--- config.mk ---
export PLATFORM = sky130hd
export DESIGN_NAME = rail_supervisor
export DESIGN_NICKNAME = d
export VERILOG_FILES = /design/src/rtl/sup_pkg.sv /design/src/rtl/sat_counter.sv /design/src/rtl/fault_keeper.sv /design/src/rtl/release_timer.sv /design/src/rtl/rail_supervisor.sv
export SDC_FILE = /design/constraint.sdc
export NUM_CORES = 1
export LEC_CHECK = 0
export BUFFER_PORTS_ARGS = -buffer_cell sky130_fd_sc_hd__clkbuf_2
export CORE_MARGIN = 5
export CORE_UTILIZATION = 60
export CTS_BUF_LIST = sky130_fd_sc_hd__clkbuf_4
export DETAILED_ROUTE_END_ITERATION = 16
export PLACE_DENSITY_LB_ADDON = 0.08
export SETUP_SLACK_MARGIN = 0.4
export SLEW_MARGIN = 30
export SYNTH_ARGS = -nofsm -noshare
export SYNTH_HDL_FRONTEND = slang
export SYNTH_SLANG_ARGS = --single-unit
--- constraint.sdc ---
create_clock -name clk -period 2.85 [get_ports clk]
set_input_delay 0.1425 -clock clk [delete_from_list [all_inputs] [get_ports clk]]
set_output_delay 0.1425 -clock clk [all_outputs]
set_load 0.02 [all_outputs]
--- src/rtl/sup_pkg.sv ---
package sup_pkg;
  localparam int NUM_MAIN = 2;

  typedef struct packed {
    logic ov;
    logic uv;
  } fault_t;
endpackage

--- src/rtl/sat_counter.sv ---
module sat_counter #(
  parameter int LIMIT = 6144
) (
  input  logic clk,
  input  logic rst_n,
  input  logic clr,
  input  logic tick,
  output logic done
);
  localparam int CW = $clog2(LIMIT + 1);
  localparam logic [CW-1:0] LIM = CW'(LIMIT);

  logic [CW-1:0] cnt;

  always_ff @(posedge clk or negedge rst_n) begin
    if (!rst_n)                  cnt <= '0;
    else if (clr)                cnt <= '0;
    else if (tick && cnt != LIM) cnt <= cnt + 1'b1;
  end

  assign done = (cnt == LIM);

  // count never passes its limit
  assert_cnt_bound_R2: assert property (@(posedge clk) disable iff (!rst_n)
    cnt <= LIM);

  // without a clear the count moves by at most one step
  assert_cnt_step_R6: assert property (@(posedge clk) disable iff (!rst_n)
    !clr |=> (cnt == $past(cnt) || cnt == $past(cnt) + 1'b1));
endmodule

--- src/rtl/fault_keeper.sv ---
module fault_keeper
  import sup_pkg::*;
(
  input  logic   clk,
  input  logic   rst_n,
  input  logic   on_a,
  input  logic   on_b,
  input  logic   ov_hit,
  input  logic   uv_hit,
  output fault_t flt
);
  logic faulted, seen_lo_a, seen_lo_b, clear_now;

  assign faulted   = flt.ov | flt.uv;
  assign clear_now = faulted & seen_lo_a & seen_lo_b & on_a & on_b;

  always_ff @(posedge clk or negedge rst_n) begin
    if (!rst_n) begin
      flt       <= '0;
      seen_lo_a <= 1'b0;
      seen_lo_b <= 1'b0;
    end else if (clear_now) begin
      flt       <= '0;
      seen_lo_a <= 1'b0;
      seen_lo_b <= 1'b0;
    end else begin
      if (ov_hit) flt.ov <= 1'b1;
      if (uv_hit) flt.uv <= 1'b1;
      if (faulted && !on_a) seen_lo_a <= 1'b1;
      if (faulted && !on_b) seen_lo_b <= 1'b1;
    end
  end

  // a fault persists while either enable is low
  assert_ov_holds_R5: assert property (@(posedge clk) disable iff (!rst_n)
    (flt.ov && !(on_a && on_b)) |=> flt.ov);
  assert_uv_holds_R5: assert property (@(posedge clk) disable iff (!rst_n)
    (flt.uv && !(on_a && on_b)) |=> flt.uv);
  // clearing only happens from both enables high
  assert_clear_needs_both_R5: assert property (@(posedge clk) disable iff (!rst_n)
    $fell(faulted) |-> $past(on_a && on_b));
endmodule

--- src/rtl/release_timer.sv ---
module release_timer #(
  parameter int DELAY_TICKS = 32000
) (
  input  logic clk,
  input  logic rst_n,
  input  logic qualify,
  input  logic tick,
  output logic rel
);
  sat_counter #(.LIMIT(DELAY_TICKS)) u_delay (
    .clk  (clk),
    .rst_n(rst_n),
    .clr  (!qualify),
    .tick (tick),
    .done (rel)
  );

  // losing qualification drops the release at the next edge
  assert_drop_on_loss_R8: assert property (@(posedge clk) disable iff (!rst_n)
    !qualify |=> !rel);
endmodule

--- src/rtl/rail_supervisor.sv ---
module rail_supervisor
  import sup_pkg::*;
#(
  parameter int BLANK_TICKS = 6144,
  parameter int DELAY_TICKS = 32000
) (
  input  logic clk,
  input  logic rst_n,
  input  logic on_a,
  input  logic on_b,
  input  logic osc_tick,
  input  logic a_inreg,
  input  logic a_ov,
  input  logic a_uv,
  input  logic b_inreg,
  input  logic b_ov,
  input  logic b_uv,
  output logic rail_a_en,
  output logic rail_b_en,
  output logic rail_c_en,
  output logic force_low_side,
  output logic shutdown,
  output logic reset_rel
);
  fault_t              flt;
  logic                faulted;
  logic [NUM_MAIN-1:0] main_en, blank_done, ov_in, uv_in, reg_in;
  logic                ov_hit, uv_hit, qualify;

  assign faulted   = flt.ov | flt.uv;
  assign rail_a_en = on_a & ~faulted;
  assign rail_b_en = on_b & ~faulted;
  assign rail_c_en = rail_b_en;

  assign main_en = {rail_b_en, rail_a_en};
  assign ov_in   = {b_ov, a_ov};
  assign uv_in   = {b_uv, a_uv};
  assign reg_in  = {b_inreg, a_inreg};

  for (genvar i = 0; i < NUM_MAIN; i++) begin : g_blank
    sat_counter #(.LIMIT(BLANK_TICKS)) u_blank (
      .clk  (clk),
      .rst_n(rst_n),
      .clr  (!main_en[i]),
      .tick (osc_tick),
      .done (blank_done[i])
    );
  end

  assign ov_hit  = |(ov_in & main_en);
  assign uv_hit  = |(uv_in & main_en & blank_done);
  assign qualify = (&reg_in) & (&blank_done) & (&main_en) & ~ov_hit & ~uv_hit;

  fault_keeper u_fault (
    .clk   (clk),
    .rst_n (rst_n),
    .on_a  (on_a),
    .on_b  (on_b),
    .ov_hit(ov_hit),
    .uv_hit(uv_hit),
    .flt   (flt)
  );

  release_timer #(.DELAY_TICKS(DELAY_TICKS)) u_rel (
    .clk    (clk),
    .rst_n  (rst_n),
    .qualify(qualify),
    .tick   (osc_tick),
    .rel    (reset_rel)
  );

  assign force_low_side = faulted;
  assign shutdown       = flt.uv;

  // undervoltage shutdown only after a blanking window finished
  assert_uv_after_blank_R3: assert property (@(posedge clk) disable iff (!rst_n)
    $rose(shutdown) |-> $past(|blank_done));
  // a clamp only follows a comparator flag
  assert_fault_source_R4: assert property (@(posedge clk) disable iff (!rst_n)
    $rose(force_low_side) |-> $past(a_ov | b_ov | a_uv | b_uv));
  // release implies both rails were in regulation
  assert_release_needs_reg_R6: assert property (@(posedge clk) disable iff (!rst_n)
    reset_rel |-> $past(a_inreg && b_inreg));
  // no release while a fault is held
  assert_no_release_in_fault_R9: assert property (@(posedge clk) disable iff (!rst_n)
    force_low_side |-> !reset_rel);
endmodule

==> results of run 1 <==
## final cells by class
type,instances,area (um^2)
fill,317,1334
clock inverter,3,12.51
timing repair buffer,22,130.1
clock buffer,5,37.54
multi-input combinational,198,1216
inverter,14,52.55
tap,50,62.56
sequential,45,1126
## state kept, by name (all words and copies together) (netlist names)
register / count
g_blank.u_blank.cnt: 26
u_rel.u_delay.cnt: 15
u_fault.seen_lo_b: 1
u_fault.seen_lo_a: 1
u_fault.flt: 2
## power by group through the flow
stage	Combinational (W)	Sequential [W]	Clock, W
2_1_floorplan	0.000138	0.000693	0
3_3_place_gp	0.000203	0.000695	0
3_5_place_dp	0.000206	0.000697	0
4_1_cts	0.000208	0.000684	0.000305
5_1_grt	0.000241	0.000689	0.000330
6_report	0.000214	0.000683	0.000291
## timing repair
item	CTS	global route
resized for setup	1	1
endpoints found under the hold margin	45	0
gates cloned	0	1
hold buffers	1	0
setup buffers	0	2
pin swaps	0	1
setup endpoints to repair	15	13
## worst max-delay path, cell delays in order (launching register included)
cell	delay (ns)
dfrtp_1	0.43
inv_1	0.07
ha_1	0.14
or4b_1	0.47
or4_1	0.49
or4_4	0.58
a21oi_1	0.16
## placed cells by master (no fill, tap or decap), drive strengths merged, types with 3 or more instances in the layout
master,count
dfrtp,45
nor2,42
clkbuf,21
nand2,20
inv,14
nand4,14
xnor2,14
o21ai,12
a21oi,12
nand3,10
xor2,10
or3,9
nor3,7
ha,6
or4,6
nor4,5
buf,5
nor4b,4
or4b,4
and4,3
mux2i,3
and3,3
nand3b,3
clkinv,3
## stage by stage
step	total power (W)	setup slack, ns
after floorplan	0.0008311	0.4449
after global placement	0.0008973	0.3119
after detailed placement	0.0009029	0.2424
after CTS	0.001197	0.4302
after global routing	0.001259	0.3696
final	0.001188	0.4544
## how the worst max path moves through the flow
stage	startpoint	end	slack [ns]	cells after the start
after floorplan	u_rel.u_delay.cnt[4]	u_rel.u_delay.cnt[2]	0.44	4
after CTS	g_blank[1].u_blank.cnt[0]	u_rel.u_delay.cnt[12]	0.43	6
after global routing	g_blank[1].u_blank.cnt[0]	u_rel.u_delay.cnt[2]	0.37	6
final	g_blank[1].u_blank.cnt[0]	u_rel.u_delay.cnt[12]	0.45	6
after global placement	g_blank[1].u_blank.cnt[0]	u_rel.u_delay.cnt[2]	0.31	6
after detailed placement	g_blank[1].u_blank.cnt[0]	u_rel.u_delay.cnt[12]	0.24	6
## kinds of logic (layout without fill, tap and decap cells)
family                   after synthesis  in the layout  synth area share (%)
XOR/XNOR                              24             24                 8.678
adder cells (fa/ha/maj)                6              6                 3.099
buffers and inverters                 22             44                 3.925
multiplexers                           4              4                 1.705
AO/OA/AOI/OAI                         30             30                 6.870
AND/OR/NAND/NOR                      133            134                 29.24
flip-flops                            45             45                 46.49
## layer usage
| metal | part of all wire (%) | routed length (um) |
|---|---|---|
| met1 | 46 | 2231 |
| met2 | 50 | 2451 |
| met3 | 3.0 | 147 |
| met4 | 1.4 | 68 |
| met5 | 0 | 0 |
==> results.yml, run 1 <==
power_and_ir_drop:
  pwr-share-clk_pct: 24.5
  seq_power_share_pct: 57.5
  combPwrFrac_pct: 18.0
  power_density_mw_per_mm2: 450.5
  internal-power_w: 0.0008228
  p_switching_w: 0.0003653
  power.leakage_nw: 1.063
  switching_share_pct: 30.75
  max-vdd-ir-drop_uv: 336.1
logic_synthesis:
  async_flop_share_pct: 100.0
  yosysTopAreaCell: "dfrtp_1"
  synthesis.area_mm2: 0.002422
  syn_inst: 264
  ys_ff_latch: 45
  synth_commonest_cells: "dfrtp_1, nor2_1, nand2_1"
  ys_warn_count: 0
  yosys-top-cells-area: "dfrtp_1, nor2_1, xnor2_1"
  synth.most_common_cell: "dfrtp_1"
  avgSynthCellArea_um2: 9.175
  synth_cell_types: 39
  syn_nets: 281
  ys.flop_type: "dfrtp_1"
  synth_edf_count: 0
  synth_sequential_area_ratio_pct: 46.49
  yosysTopAreaCellShare_pct: 46.49
critical_path:
  ff2ff_setup_slack_ns: 0.45
  cp-end-kind: "register"
  cp-start-kind: "register"
  worstSetupPathType: "reg2reg"
  critPathMaxFanout: 8
  cp.arrival_ns: 2.69
  r2r.worst_path.cells: 6
  r2r-start: "g_blank[1].u_blank.cnt[0]"
  timing.rr.end: "u_rel.u_delay.cnt[12]"
  crit_required_ns: 3.15
route:
  firstDrtPassIters: 5
  wl_per_cell_um: 14.53
  via_per_inst: 5.801
  routed-via-count: 1955
  drt_iter0_drc: 117
  drc: 0
  final_antenna_net_count: 0
  totalWireLength_um: 4898
clock_network:
  max-clock-path-buffers: 2
  root_buffer: "clkbuf_4"
  cts.htree.levels: 2
  cts_made_buffers: 5
  cts_tree: "yes"
  clk_latency_ns: 0.36
  cts_sinks: 45
  cts.clk_slew.worst_paths_ns: 0.13
global_routing:
  use_met1_pct: 24.82
  grt_start_max_net_pins: 46
  grt_use_met2_pct: 32.97
  grt_overflow: 0
  first_global_vias: 1819
  track_usage_pct: 19.59
  antenna_found_initial: 0
  grt_first_pass_wirelength_um: 8273
  use_met3_pct: 4.241
  top_usage_layer: "met2"
timing:
  setup_viol: 0
  final.period_utilization_pct: 84.06
  relSlewSlack_pct: 60.01
  hold_violations: 0
  fin_crit_ns: 2.396
  rsz0062_at_grt: "false"
  worstMarginPinSlew_ns: 0.5998
  final.setup.tns_ns: 0
  whs_ns: 0.02844
  fin_skew_ns: 0.01383
  drv_slew: 0
  fmax_ghz: 0.4174
placed_design:
  place.gp.congestion: 0.8273
  port_buffers: 16
  dpl_cell_area_mm2: 0.002547
  place_inst: 325
  hpwl_um: 3342
layout:
  stdcell_count: 337
  areaGrowthSynthToFinish_pct: 8.884
  stdcell_area_mm2: 0.002638
  utilization_pct: 66.41
  num_antenna_cells: 0
  layout-drive-gt1-share_pct: 11.50
  nets: 303
die:
  pin_count: 17
  dieHeight_um: 73.54
  initial_utilization_pct: 61.00
  fp-row-count: 23
  core_area_mm2: 0.003971
  die_w_um: 73.54
  die-area_mm2: 0.005408
hold_path:
  hp-class: "in2reg"
  whs_endpoint: "u_fault.flt[0]"
  hp-start: "b_uv"
  min_path_cells: 3
run_status:
  status: "completed"
run:
  maxCapViolCount: 0
No activity file was read; power rests on OpenSTA's default activity.
==> run 2, diff against run 1 <==
--- a/config.mk
+++ b/config.mk
@@ -5,6 +5,7 @@
 export SDC_FILE = /design/constraint.sdc
 export NUM_CORES = 1
 export LEC_CHECK = 0
+export ABC_AREA = 1
 export BUFFER_PORTS_ARGS = -buffer_cell sky130_fd_sc_hd__clkbuf_2
 export CORE_MARGIN = 5
 export CORE_UTILIZATION = 60
==> constraint.sdc (replaced) <==
create_clock -name clk -period 2.4 [get_ports clk]
set_input_delay 0.12 -clock clk [delete_from_list [all_inputs] [get_ports clk]]
set_output_delay 0.12 -clock clk [all_outputs]
set_load 0.02 [all_outputs]
==> run 2 against run 1 <==
Against the previous run:
- final cell count is 56% higher
- count of clock-buffer cells in the layout stayed put
- clock power is 29% higher
- critical path type is now reg2out
- critical endpoint is now reset_rel
- highest routed layer unchanged
==> results.yml, run 2 <==
timing:
  fin_skew_ns: 0.02849
  final.period_utilization_pct: 72.40
  drv_slew: 0
  fmax_ghz: 0.5755
  relSlewSlack_pct: 67.35
  final.setup.tns_ns: 0
  whs_ns: 0.1106
  hold_violations: 0
  setup_ws_ns: 0.6624
  setup_viol: 0
  fin_crit_ns: 1.738
  rsz0062_at_grt: "false"
  worstMarginPinSlew_ns: 0.4898
placed_design:
  hpwl_um: 4693
  dpl_cell_area_mm2: 0.003132
  place_ws_ns: 0.6035
  place_inst: 516
  port_buffers: 16
  place.gp.congestion: 0.8666
layout:
  top_regs: "g_blank.u_blank.cnt: 26 flops, u_rel.u_delay.cnt: 15 flops, u_fault.flt: 2 flops"
  areaGrowthSynthToFinish_pct: 7.381
  final_common_cell: "nand2_1"
  num_antenna_cells: 0
  stdcell_area_mm2: 0.003222
  final_cell_mix: "nand2_1, inv_1, nor2_1, dfrtp_1, o21ai_0"
  largest_reg_flops: 26
  layout-drive-gt1-share_pct: 18.74
  max_flop_register: "g_blank.u_blank.cnt"
  stdcell_count: 526
  nets: 475
clock_network:
  cts_made_buffers: 5
  cts_tree: "yes"
  root_buffer: "clkbuf_4"
  cts_sinks: 45
  cts.clk_slew.worst_paths_ns: 0.15
  max-clock-path-buffers: 2
  cts.htree.levels: 2
  clk_latency_ns: 0.36
logic_synthesis:
  yosys-top-cells-area: "dfrtp_1, nand2_1, inv_1"
  yosysTopAreaCellShare_pct: 37.53
  async_flop_share_pct: 100.0
  synth_commonest_cells: "nand2_1, inv_1, nor2_1, dfrtp_1, o21ai_0"
  synthesis.area_mm2: 0.003000
  avgSynthCellArea_um2: 6.866
  syn_nets: 454
  synth_cell_types: 22
  ys_warn_count: 0
  ys.flop_type: "dfrtp_1"
  synth.most_common_cell: "nand2_1"
  ys_ff_latch: 45
  syn_inst: 437
  synth_sequential_area_ratio_pct: 37.53
  yosysTopAreaCell: "dfrtp_1"
  synth_edf_count: 0
die:
  pin_count: 17
  dieHeight_um: 80.72
  core_area_mm2: 0.004786
  initial_utilization_pct: 62.69
  fp-row-count: 25
  die-area_mm2: 0.006515
  die_w_um: 80.72
hold_path:
  whs_endpoint: "u_fault.seen_lo_a"
  hp-start: "on_a"
  hp-class: "in2reg"
  min_path_cells: 4
power_and_ir_drop:
  power_density_mw_per_mm2: 451.8
  max-vdd-ir-drop_uv: 391.2
  power.leakage_nw: 1.380
critical_path:
  cp_cell_sequence: "inv_1 -> ha_1 -> nand2_1 -> nor2_1 -> nand2_1 -> nor2_4 -> clkbuf_2"
  crit_required_ns: 2.28
  crit_top_cell: "nand2_1"
  cp-start-kind: "register"
  crit_path_top_delay_cell: "dfrtp_1"
  r2r-start: "u_fault.flt[0]"
  ff2ff_setup_slack_ns: 0.67
  cp-startpoint: "u_rel.u_delay.cnt[0]"
  r2r.worst_path.cells: 11
  critPathMaxFanout: 3
  timing.rr.end: "u_rel.u_delay.cnt[6]"
  slowest_delay_ns: 0.44
  cp-end-kind: "output port"
  worstSetupPathType: "reg2out"
  cp.arrival_ns: 1.62
global_routing:
  first_global_vias: 2625
  track_usage_pct: 21.55
  antenna_found_initial: 0
  grt_start_max_net_pins: 27
  grt_overflow: 0
  grt_first_pass_wirelength_um: 11230
route:
  routed-via-count: 2801
  drt_iter0_drc: 216
  final_antenna_net_count: 0
  drc: 0
  totalWireLength_um: 6265
  via_per_inst: 5.325
  wl_per_cell_um: 11.91
  firstDrtPassIters: 5
run:
  maxCapViolCount: 0
run_status:
  status: "completed"
run 2: cells by family after synthesis:
| logic type | count (synthesis) | synth area share [%] |
|---|---|---|
| AOI/OAI and AO/OA | 40 | 6.797 |
| xor gates and xnor gates | 1 | 0.2920 |
| adders and majority gates | 6 | 2.502 |
| buffers and inverters | 81 | 10.84 |
| DFF | 45 | 37.53 |
| and+or+nand+nor | 264 | 42.04 |
run 2: metal layers:
| metal | track usage (%) | vias up | wire length, um | share of wire [%] |
|---|---|---|---|---|
| met5 | 0 | - | 0 | 0 |
| met4 | 6.588 | 0 | 104 | 1.7 |
| met3 | 3.587 | 11 | 300 | 4.8 |
| met2 | 36.67 | 77 | 2936 | 47 |
| met1 | 28.07 | 1271 | 2924 | 47 |
| li1 | - | 1442 | - | - |
run 2: worst max-delay path by stage:
| stage | end | slack [ns] | cells past startpoint |
|---|---|---|---|
| 6_report | reset_rel | 0.66 | 7 |
| 5_1_grt | g_blank[0].u_blank.cnt[6] | 0.47 | 10 |
| 4_1_cts | u_rel.u_delay.cnt[6] | 0.55 | 10 |
| 3_5_place_dp | u_rel.u_delay.cnt[6] | 0.60 | 10 |
| 3_3_place_gp | u_rel.u_delay.cnt[6] | 0.66 | 10 |
| 2_1_floorplan | u_rel.u_delay.cnt[14] | 0.87 | 11 |
run 2: cell type report:
type	count	area (um^2)
fillers	424	1564
repair buffers	19	117.6
clock buffers	5	37.54
well taps	67	83.83
inverters	76	285.3
multi-input cells	311	1551
clock inverters	3	20.02
flip-flops and latches	45	1126
run 2: metrics by stage:
step           util, %  total power [W]
2_1_floorplan        -         0.001016
3_3_place_gp     65.44         0.001087
3_5_place_dp     65.44         0.001094
4_1_cts          66.85         0.001467
5_1_grt          67.32         0.001538
6_report         67.32         0.001456
run 2: timing repair:
action                                  CTS  global route
endpoints found under the setup margin    0            12
hold buffers                              1             0
buffers inserted                          0             1
hold endpoints to repair                 19             0
gates resized for setup                   0             1
run 2: power breakdown:
| part | switching [W] | total (W) | leakage, nW | internal (W) |
|---|---|---|---|---|
| Clock | 0.000260 | 0.000375 | 0.0292 | 0.000115 |
| Combinational | 0.000200 | 0.000272 | 0.733 | 0.0000725 |
| Sequential | 0.0000202 | 0.000808 | 0.618 | 0.000788 |
run 2: worst max-delay path, delay by kind of cell (launching register included):
kind / cells / cell delay (ns)
fa+ha+maj: 1 / 0.18
simple gates: 4 / 0.36
flops: 1 / 0.44
buf+inv: 2 / 0.28
